`src/rtl/card_clk_pkg.sv`:
```
package card_clk_pkg;

    // Width of the shared frame counter: log2 of the largest divisor.
    localparam int PHASE_W = 3;

    // Each encoding value is log2 of the divisor.
    typedef enum logic [1:0] {
        RATIO_1 = 2'd0,
        RATIO_2 = 2'd1,
        RATIO_4 = 2'd2,
        RATIO_8 = 2'd3
    } ratio_e;

    typedef struct packed {
        logic   run;
        ratio_e ratio;
    } clk_cfg_t;

    localparam clk_cfg_t CFG_RESET = '{run: 1'b0, ratio: RATIO_8};

    // Pin decode; the code sequence is non-binary (Gray order).
    function automatic ratio_e decode_sel(input logic a, input logic b);
        ratio_e r;
        case ({a, b})
            2'b00:   r = RATIO_8;
            2'b01:   r = RATIO_4;
            2'b11:   r = RATIO_2;
            default: r = RATIO_1;
        endcase
        return r;
    endfunction

    // Level of a divided waveform at a given frame position.
    // High in the first half of each sub-period, so all ratios rise at position 0.
    function automatic logic phase_level(input ratio_e r, input logic [PHASE_W-1:0] pos);
        logic lvl;
        case (r)
            RATIO_2: lvl = ~pos[0];
            RATIO_4: lvl = ~pos[1];
            RATIO_8: lvl = ~pos[2];
            default: lvl = 1'b0;
        endcase
        return lvl;
    endfunction

endpackage

```
`src/rtl/ccs_sync.sv`:
```
module ccs_sync #(
    parameter int W      = 3,
    parameter int STAGES = 2
) (
    input  logic         clk,
    input  logic         rst,
    input  logic [W-1:0] din,
    output logic [W-1:0] dout
);

    generate
        if (STAGES == 0) begin : g_bypass
            assign dout = din;
        end else begin : g_chain
            logic [W-1:0] stg [STAGES];
            always_ff @(posedge clk) begin
                if (rst) begin
                    for (int i = 0; i < STAGES; i++) stg[i] <= '0;
                end else begin
                    stg[0] <= din;
                    for (int i = 1; i < STAGES; i++) stg[i] <= stg[i-1];
                end
            end
            assign dout = stg[STAGES-1];
        end
    endgenerate

endmodule

```
`src/rtl/ccs_phase_ctrl.sv`:
```
module ccs_phase_ctrl
    import card_clk_pkg::*;
(
    input  logic     clk,
    input  logic     rst,
    input  clk_cfg_t cfg_req,
    output clk_cfg_t cfg_nxt,
    output logic     slow_q
);

    logic [PHASE_W-1:0] pos_q;
    logic [PHASE_W-1:0] pos_nxt;
    clk_cfg_t           cfg_q;
    logic               frame_end;
    logic               slow_d;

    assign frame_end = (pos_q == {PHASE_W{1'b1}});
    assign pos_nxt   = pos_q + 1'b1;
    assign cfg_nxt   = frame_end ? cfg_req : cfg_q;
    assign slow_d    = cfg_nxt.run & phase_level(cfg_nxt.ratio, pos_nxt);

    always_ff @(posedge clk) begin
        if (rst) begin
            pos_q  <= '0;
            cfg_q  <= CFG_RESET;
            slow_q <= 1'b0;
        end else begin
            pos_q  <= pos_nxt;
            cfg_q  <= cfg_nxt;
            slow_q <= slow_d;
        end
    end

    // the applied setting only moves on the frame boundary
    assert_cfg_at_frame_R4: assert property (@(posedge clk) disable iff (rst)
        (cfg_q != $past(cfg_q)) |-> (pos_q == '0));

    // the divided path stays quiet while full rate is selected
    assert_full_rate_quiet_R1: assert property (@(posedge clk) disable iff (rst)
        (cfg_q.ratio == RATIO_1) |-> !slow_q);

    // a stop never leaves the divided output high
    assert_stop_low_R7: assert property (@(posedge clk) disable iff (rst)
        $fell(cfg_q.run) |-> !slow_q);

    // a divided start opens with a high phase
    assert_start_high_R8: assert property (@(posedge clk) disable iff (rst)
        ($rose(cfg_q.run) && cfg_q.ratio != RATIO_1) |-> slow_q);

endmodule

```
`src/rtl/ccs_fast_gate.sv`:
```
module ccs_fast_gate (
    input  logic clk,
    input  logic rst,
    input  logic arm,
    output logic fast_en
);

    // Updated on the falling edge, so the enable only moves while clk is low.
    always_ff @(negedge clk) begin
        if (rst) fast_en <= 1'b0;
        else     fast_en <= arm;
    end

endmodule

```
`src/rtl/card_clk_sel.sv`:
```
module card_clk_sel
    import card_clk_pkg::*;
#(
    parameter int SYNC_STAGES = 2
) (
    input  logic clk,
    input  logic rst,
    input  logic gate_en,
    input  logic sel_a,
    input  logic sel_b,
    output logic card_clk
);

    localparam int PIN_W = 3;

    logic [PIN_W-1:0] pins_s;
    clk_cfg_t         cfg_req;
    clk_cfg_t         cfg_nxt;
    logic             slow_q;
    logic             fast_en;
    logic             fast_arm;

    ccs_sync #(.W(PIN_W), .STAGES(SYNC_STAGES)) u_sync (
        .clk  (clk),
        .rst  (rst),
        .din  ({gate_en, sel_a, sel_b}),
        .dout (pins_s)
    );

    assign cfg_req.run   = pins_s[2];
    assign cfg_req.ratio = decode_sel(pins_s[1], pins_s[0]);

    ccs_phase_ctrl u_phase (
        .clk     (clk),
        .rst     (rst),
        .cfg_req (cfg_req),
        .cfg_nxt (cfg_nxt),
        .slow_q  (slow_q)
    );

    assign fast_arm = cfg_nxt.run && (cfg_nxt.ratio == RATIO_1);

    ccs_fast_gate u_fast (
        .clk     (clk),
        .rst     (rst),
        .arm     (fast_arm),
        .fast_en (fast_en)
    );

    assign card_clk = slow_q | (clk & fast_en);

    // full-rate enable and divided output are never active together
    assert_paths_exclusive_R9: assert property (@(posedge clk) disable iff (rst)
        !(fast_en && slow_q));

endmodule

```
`config.mk`:
```
export PLATFORM = sky130hd
export DESIGN_NAME = card_clk_sel
export DESIGN_NICKNAME = d
export VERILOG_FILES = /design/src/rtl/card_clk_pkg.sv /design/src/rtl/ccs_sync.sv /design/src/rtl/ccs_phase_ctrl.sv /design/src/rtl/ccs_fast_gate.sv /design/src/rtl/card_clk_sel.sv
export SDC_FILE = /design/constraint.sdc
export NUM_CORES = 1
export LEC_CHECK = 0
export ABC_CLOCK_PERIOD_IN_PS = 2000
export BUFFER_PORTS_ARGS = -buffer_cell sky130_fd_sc_hd__buf_2
export CAP_MARGIN = 0
export CORE_AREA = 2 2 39 41
export CTS_CLUSTER_DIAMETER = 40
export DETAILED_ROUTE_END_ITERATION = 12
export DIE_AREA = 0 0 41 43
export GPL_ROUTABILITY_DRIVEN = 0
export PLACE_DENSITY = 0.54
export SETUP_SLACK_MARGIN = 0.1
export SLEW_MARGIN = 40
export SYNTH_ARGS = -nofsm -noshare
export SYNTH_HDL_FRONTEND = slang
export SYNTH_SLANG_ARGS = --single-unit
```
`constraint.sdc`:
```
create_clock -name clk -period 2 [get_ports clk]
set_input_delay 0.1 -clock clk [delete_from_list [all_inputs] [get_ports clk]]
set_output_delay 0.1 -clock clk [all_outputs]
set_load 0.05 [all_outputs]
```
# Word level (Yosys, flattened, before mapping)
# Memories as Yosys holds them, arrays and structs flattened.
# Index checks and enable logic that the tools add are counted.
# Widths: inputs -> output; s select.
[op_classes] addsub=1 n_mux=8 n_lt_le_gt_ge=0 bitwise=8 div=0 n_shift=0 eq_ne=6 n_reduce_logical=3 n_mul=0
[ops] cell="$mux 3" n=3
[ops] cell="$eq 2x2->1 const B" n=3
[ops] cell="$pmux 2 s3" n=1
[ops] cell="$eq 2x1->1 const B" n=2
[ops] cell="$logic_not 2->1" n=2
[ops] cell="$add 3x1->3 const B" n=1
[ops] cell="$eq 3x3->1 const B" n=1
[ops] cell="$mux 1" n=3
[ops] cell="$not 1->1" n=3
[ops] cell="$or 1x1->1" n=3
[ops] cell="$pmux 1 s3" n=1
[ops] cell="$and 1x1->1" n=2
[ops] cell="$logic_and 1x1->1" n=1
[totals] mem_count=1 latchBits=0 rom_bits=0 input_bits=5 mem_bits_rw=6 wordCells=32 reg_bits=8 out_inout_bits=1
[mem_list] name="u_sync.g_chain.stg" depth=2 width=3 read_ports=2 rd_ports_with_merged_regs=0 wr=2 line_no="ccs_sync.sv:15" source="logic [W-1:0] stg [STAGES];"

# Longest topological paths before layout
[logic_depth] word_depth=6 depth_mapped=6 mapped_depth_nobuf=6

# Cells and area by module
# A second synthesis with hierarchy kept.
[hier_totals] cells_unflattened=50 hier_area_um2=554.3
[modules_own_cells] mod="ccs_phase_ctrl" seq_area_each_um2=140.1 cells_each=24 area_per_inst_um2=274.0 n_inst=1
[modules_own_cells] mod="ccs_sync" seq_area_each_um2=120.1 cells_each=15 area_per_inst_um2=180.2 n_inst=1
[modules_own_cells] mod="card_clk_sel" seq_area_each_um2=0.0 cells_each=8 area_per_inst_um2=62.6 n_inst=1
[modules_own_cells] mod="ccs_fast_gate" seq_area_each_um2=20.0 cells_each=3 area_per_inst_um2=37.5 n_inst=1

==> results.sh <==
export IMPL_dieWidth_um=41
export IMPL_power_density_mw_per_mm2=827
export IMPL_comb_power_share_pct=7.0
export IMPL_yosysMostFrequentCell="dfxtp_1"
export IMPL_cp_data_arrival_time_ns=2.05
export IMPL_hp_class="in2reg"
export IMPL_worst_pin_slew_ns=0.174
export IMPL_crit_fanout=1
export IMPL_vias=382
export IMPL_clk_pin_slew_ns=0.09
export IMPL_clock_latency_ns=0.45
export IMPL_seqPwrFrac_pct=50.0
export IMPL_track_usage_pct=14.7
export IMPL_yosysTopAreaCellShare_pct=54.4
export IMPL_skew_ns=0.0661
export IMPL_ys_types=16
export IMPL_regToRegStartpoint="u_phase.pos_q[0]"
export IMPL_grt_met1_usage_pct=15.6
export IMPL_synth_cells=47
export IMPL_syn_area_um2=515
export IMPL_min_from="rst"
export IMPL_p_leak_uw=0.000327
export IMPL_ys_seq_area_share_pct=54.4
export IMPL_ant_nets=0
export IMPL_layout_nets=77
export IMPL_hpwl_um=620
export IMPL_worstSetupPathType="reg2out"
export IMPL_insertedDiodeCount=0
export IMPL_hold_depth=2
export IMPL_timing_rr_end="u_fast.fast_en"
export IMPL_drive_above_1_share_pct=40.9
export IMPL_initial_core_util_pct=37.3
export IMPL_yosys_warnings=0
export IMPL_switching_share_pct=23.2
export IMPL_firstDrtPassIters=4
export IMPL_use_met2_pct=20.0
export IMPL_synth_nets=57
export IMPL_ff2ff_path_depth=5
export IMPL_start_kind="flip-flop"
export IMPL_areaGrowthSynthToFinish_pct=39.6
export IMPL_avgSynthCellArea_um2=11.0
export IMPL_slew_headroom_pct=88.1
export IMPL_violations="negative setup slack"
export IMPL_routed_via_density=4.66
export IMPL_synthTopCellsByArea="dfxtp_1 54%, ha_1 12%, nor2b_1 9.7%, mux2i_1 3.9%, a21o_1 2.9%"
export IMPL_rows=14
export IMPL_synth_edff_count=0
export IMPL_port_buffers=5
export IMPL_final_hold_viol_count=0
export IMPL_regArea_um2=285
export IMPL_grt_pass1_wl_um=1560
export IMPL_synth_common_cells="14 x dfxtp_1, 8 x nor2b_1, 5 x ha_1, 3 x inv_1, 3 x nor2_1"
export IMPL_grt_pass1_vias=368
export IMPL_antenna_found_initial=0
export IMPL_setup_violations_final=2
export IMPL_grt_remaining_overflow=0
export IMPL_async_flop_share_pct=0
export IMPL_cap_violations=0
export IMPL_critPathCaptureType="output pin"
export IMPL_nFillCells=137
export IMPL_hold_ws_ns=0.00637
export IMPL_busiest_layer="met2"
export IMPL_multi_input_area_um2=255
export IMPL_grt_max_degree=13
export IMPL_synth_top_area_cell="dfxtp_1"
export IMPL_outcome="complete, but fails checks"
export IMPL_cts_tree="yes"
export IMPL_die_height_um=43
export IMPL_drc=0
export IMPL_drt_iter0_drc=5
export IMPL_ys_ff_latch=14
export IMPL_synth_flop_cell="dfxtp_1"
export IMPL_rsz0062_at_grt="yes"
export IMPL_setup_slack_ns=-0.148
export IMPL_use_met3_pct=8.38
export IMPL_switching_power_uw=138
export IMPL_r2r_slack_ns=-0.13
export IMPL_placed_area_um2=627
export IMPL_ios=6
export IMPL_slew_viol_final=0
export IMPL_min_to="u_phase.pos_q[0]"
export IMPL_final_cell_area_um2=719
export IMPL_die_area_mm2=0.00176
export IMPL_max_vdd_ir_drop_mv=0.520
export IMPL_drt_wl_total_um=946
export IMPL_core_mm2=0.00138
export IMPL_worstPathRequired_ns=1.90
export IMPL_internal_power_uw=457
export IMPL_wire_per_inst_um=11.5
export IMPL_clkPwrFrac_pct=43.0
==> worst max-delay path, cell delays in order (launching register included) <==
cell	delay, ns
dfxtp_1	0.29
a21o_1	0.15
buf_6	0.15
==> power by group through the flow <==
stage / combinational, µW / clock (µW) / sequential, µW
3_5_place_dp: 36.9 / 6.36 / 304
3_3_place_gp: 34.8 / 6.36 / 303
4_1_cts: 41.8 / 259 / 297
6_report: 41.7 / 256 / 297
2_1_floorplan: 24.7 / 6.35 / 302
5_1_grt: 47.5 / 273 / 299
==> registers in the layout, summed over array words and instances (netlist names) <==
name	cells
u_fast.fast_en	1
u_phase.cfg_q	3
u_phase.pos_q	3
u_phase.slow_q	1
u_sync.g_chain.stg	6
==> final cells by class <==
type / instances / share of cell area [%]
multi-input combinational: 29 / 35.5
sequential: 14 / 39.7
inverter: 2 / 1.04
tap: 16 / 2.78
clock buffer: 7 / 7.83
clock inverter: 2 / 1.04
timing repair buffer: 12 / 12.2
==> worst max path at each step <==
stage	endpoint	startpoint	depth (start not counted)	slack, ns
finish	card_clk	u_fast.fast_en	2	-0.15
global route	card_clk	u_fast.fast_en	2	-0.18
CTS	card_clk	u_fast.fast_en	2	-0.15
global placement	u_fast.fast_en	u_phase.pos_q[1]	5	-0.13
floorplan	u_fast.fast_en	u_sync.g_chain.stg[0][4]	5	-0.15
detailed placement	u_fast.fast_en	u_phase.pos_q[1]	5	-0.16
==> metrics by stage <==
stage | utilization, % | power, µW | setup slack, ns | setup TNS, ns | std cells
2_1_floorplan | - | 333 | -0.148 | -0.148 | 47
3_3_place_gp | 45.3 | 344 | -0.129 | -0.129 | 71
3_5_place_dp | 45.3 | 347 | -0.165 | -0.165 | 71
4_1_cts | 51.4 | 598 | -0.150 | -0.278 | 81
5_1_grt | 52.0 | 619 | -0.182 | -0.352 | 82
6_report | 52.0 | 595 | -0.148 | -0.276 | 82
==> cell usage in the layout (no fill, tap or decap), types with 2 or more instances in the layout <==
cell type and instances:
nor3_1 2, dlygate4sd3_1 3, inv_2 2, clkbuf_4 6, a21o_1 2, buf_2 4, nor2_1 3, ha_4 2
nor2b_1 8, ha_1 2, buf_4 5, dfxtp_2 4, dfxtp_1 10
==> metal layers <==
metal  part of all wire, %  up-vias
met3                   8.0        4
met4                   2.1        0
met2                    48       18
met1                    42      169
met5                     0        -
li1                      -      191
==> cells by family after synthesis <==
logic type | Yosys count | synth area share [%]
AO/OA/AOI/OAI | 5 | 7.52
AND/OR/NAND/NOR | 17 | 19.2
buffers and inverters | 4 | 2.91
multiplexers | 2 | 3.88
flip-flops | 14 | 54.4
adder cells (fa/ha/maj) | 5 | 12.1
==> repair_timing <==
action / in CTS / in global routing
pin swaps: 3 / 0
endpoints found under the setup margin: 2 / 2
endpoints found under the hold margin: 3 / 0
hold buffers: 3 / 0
buffers inserted: 0 / 1
resized for setup: 2 / 0
Note: power is estimated with default switching activity, not from simulation.
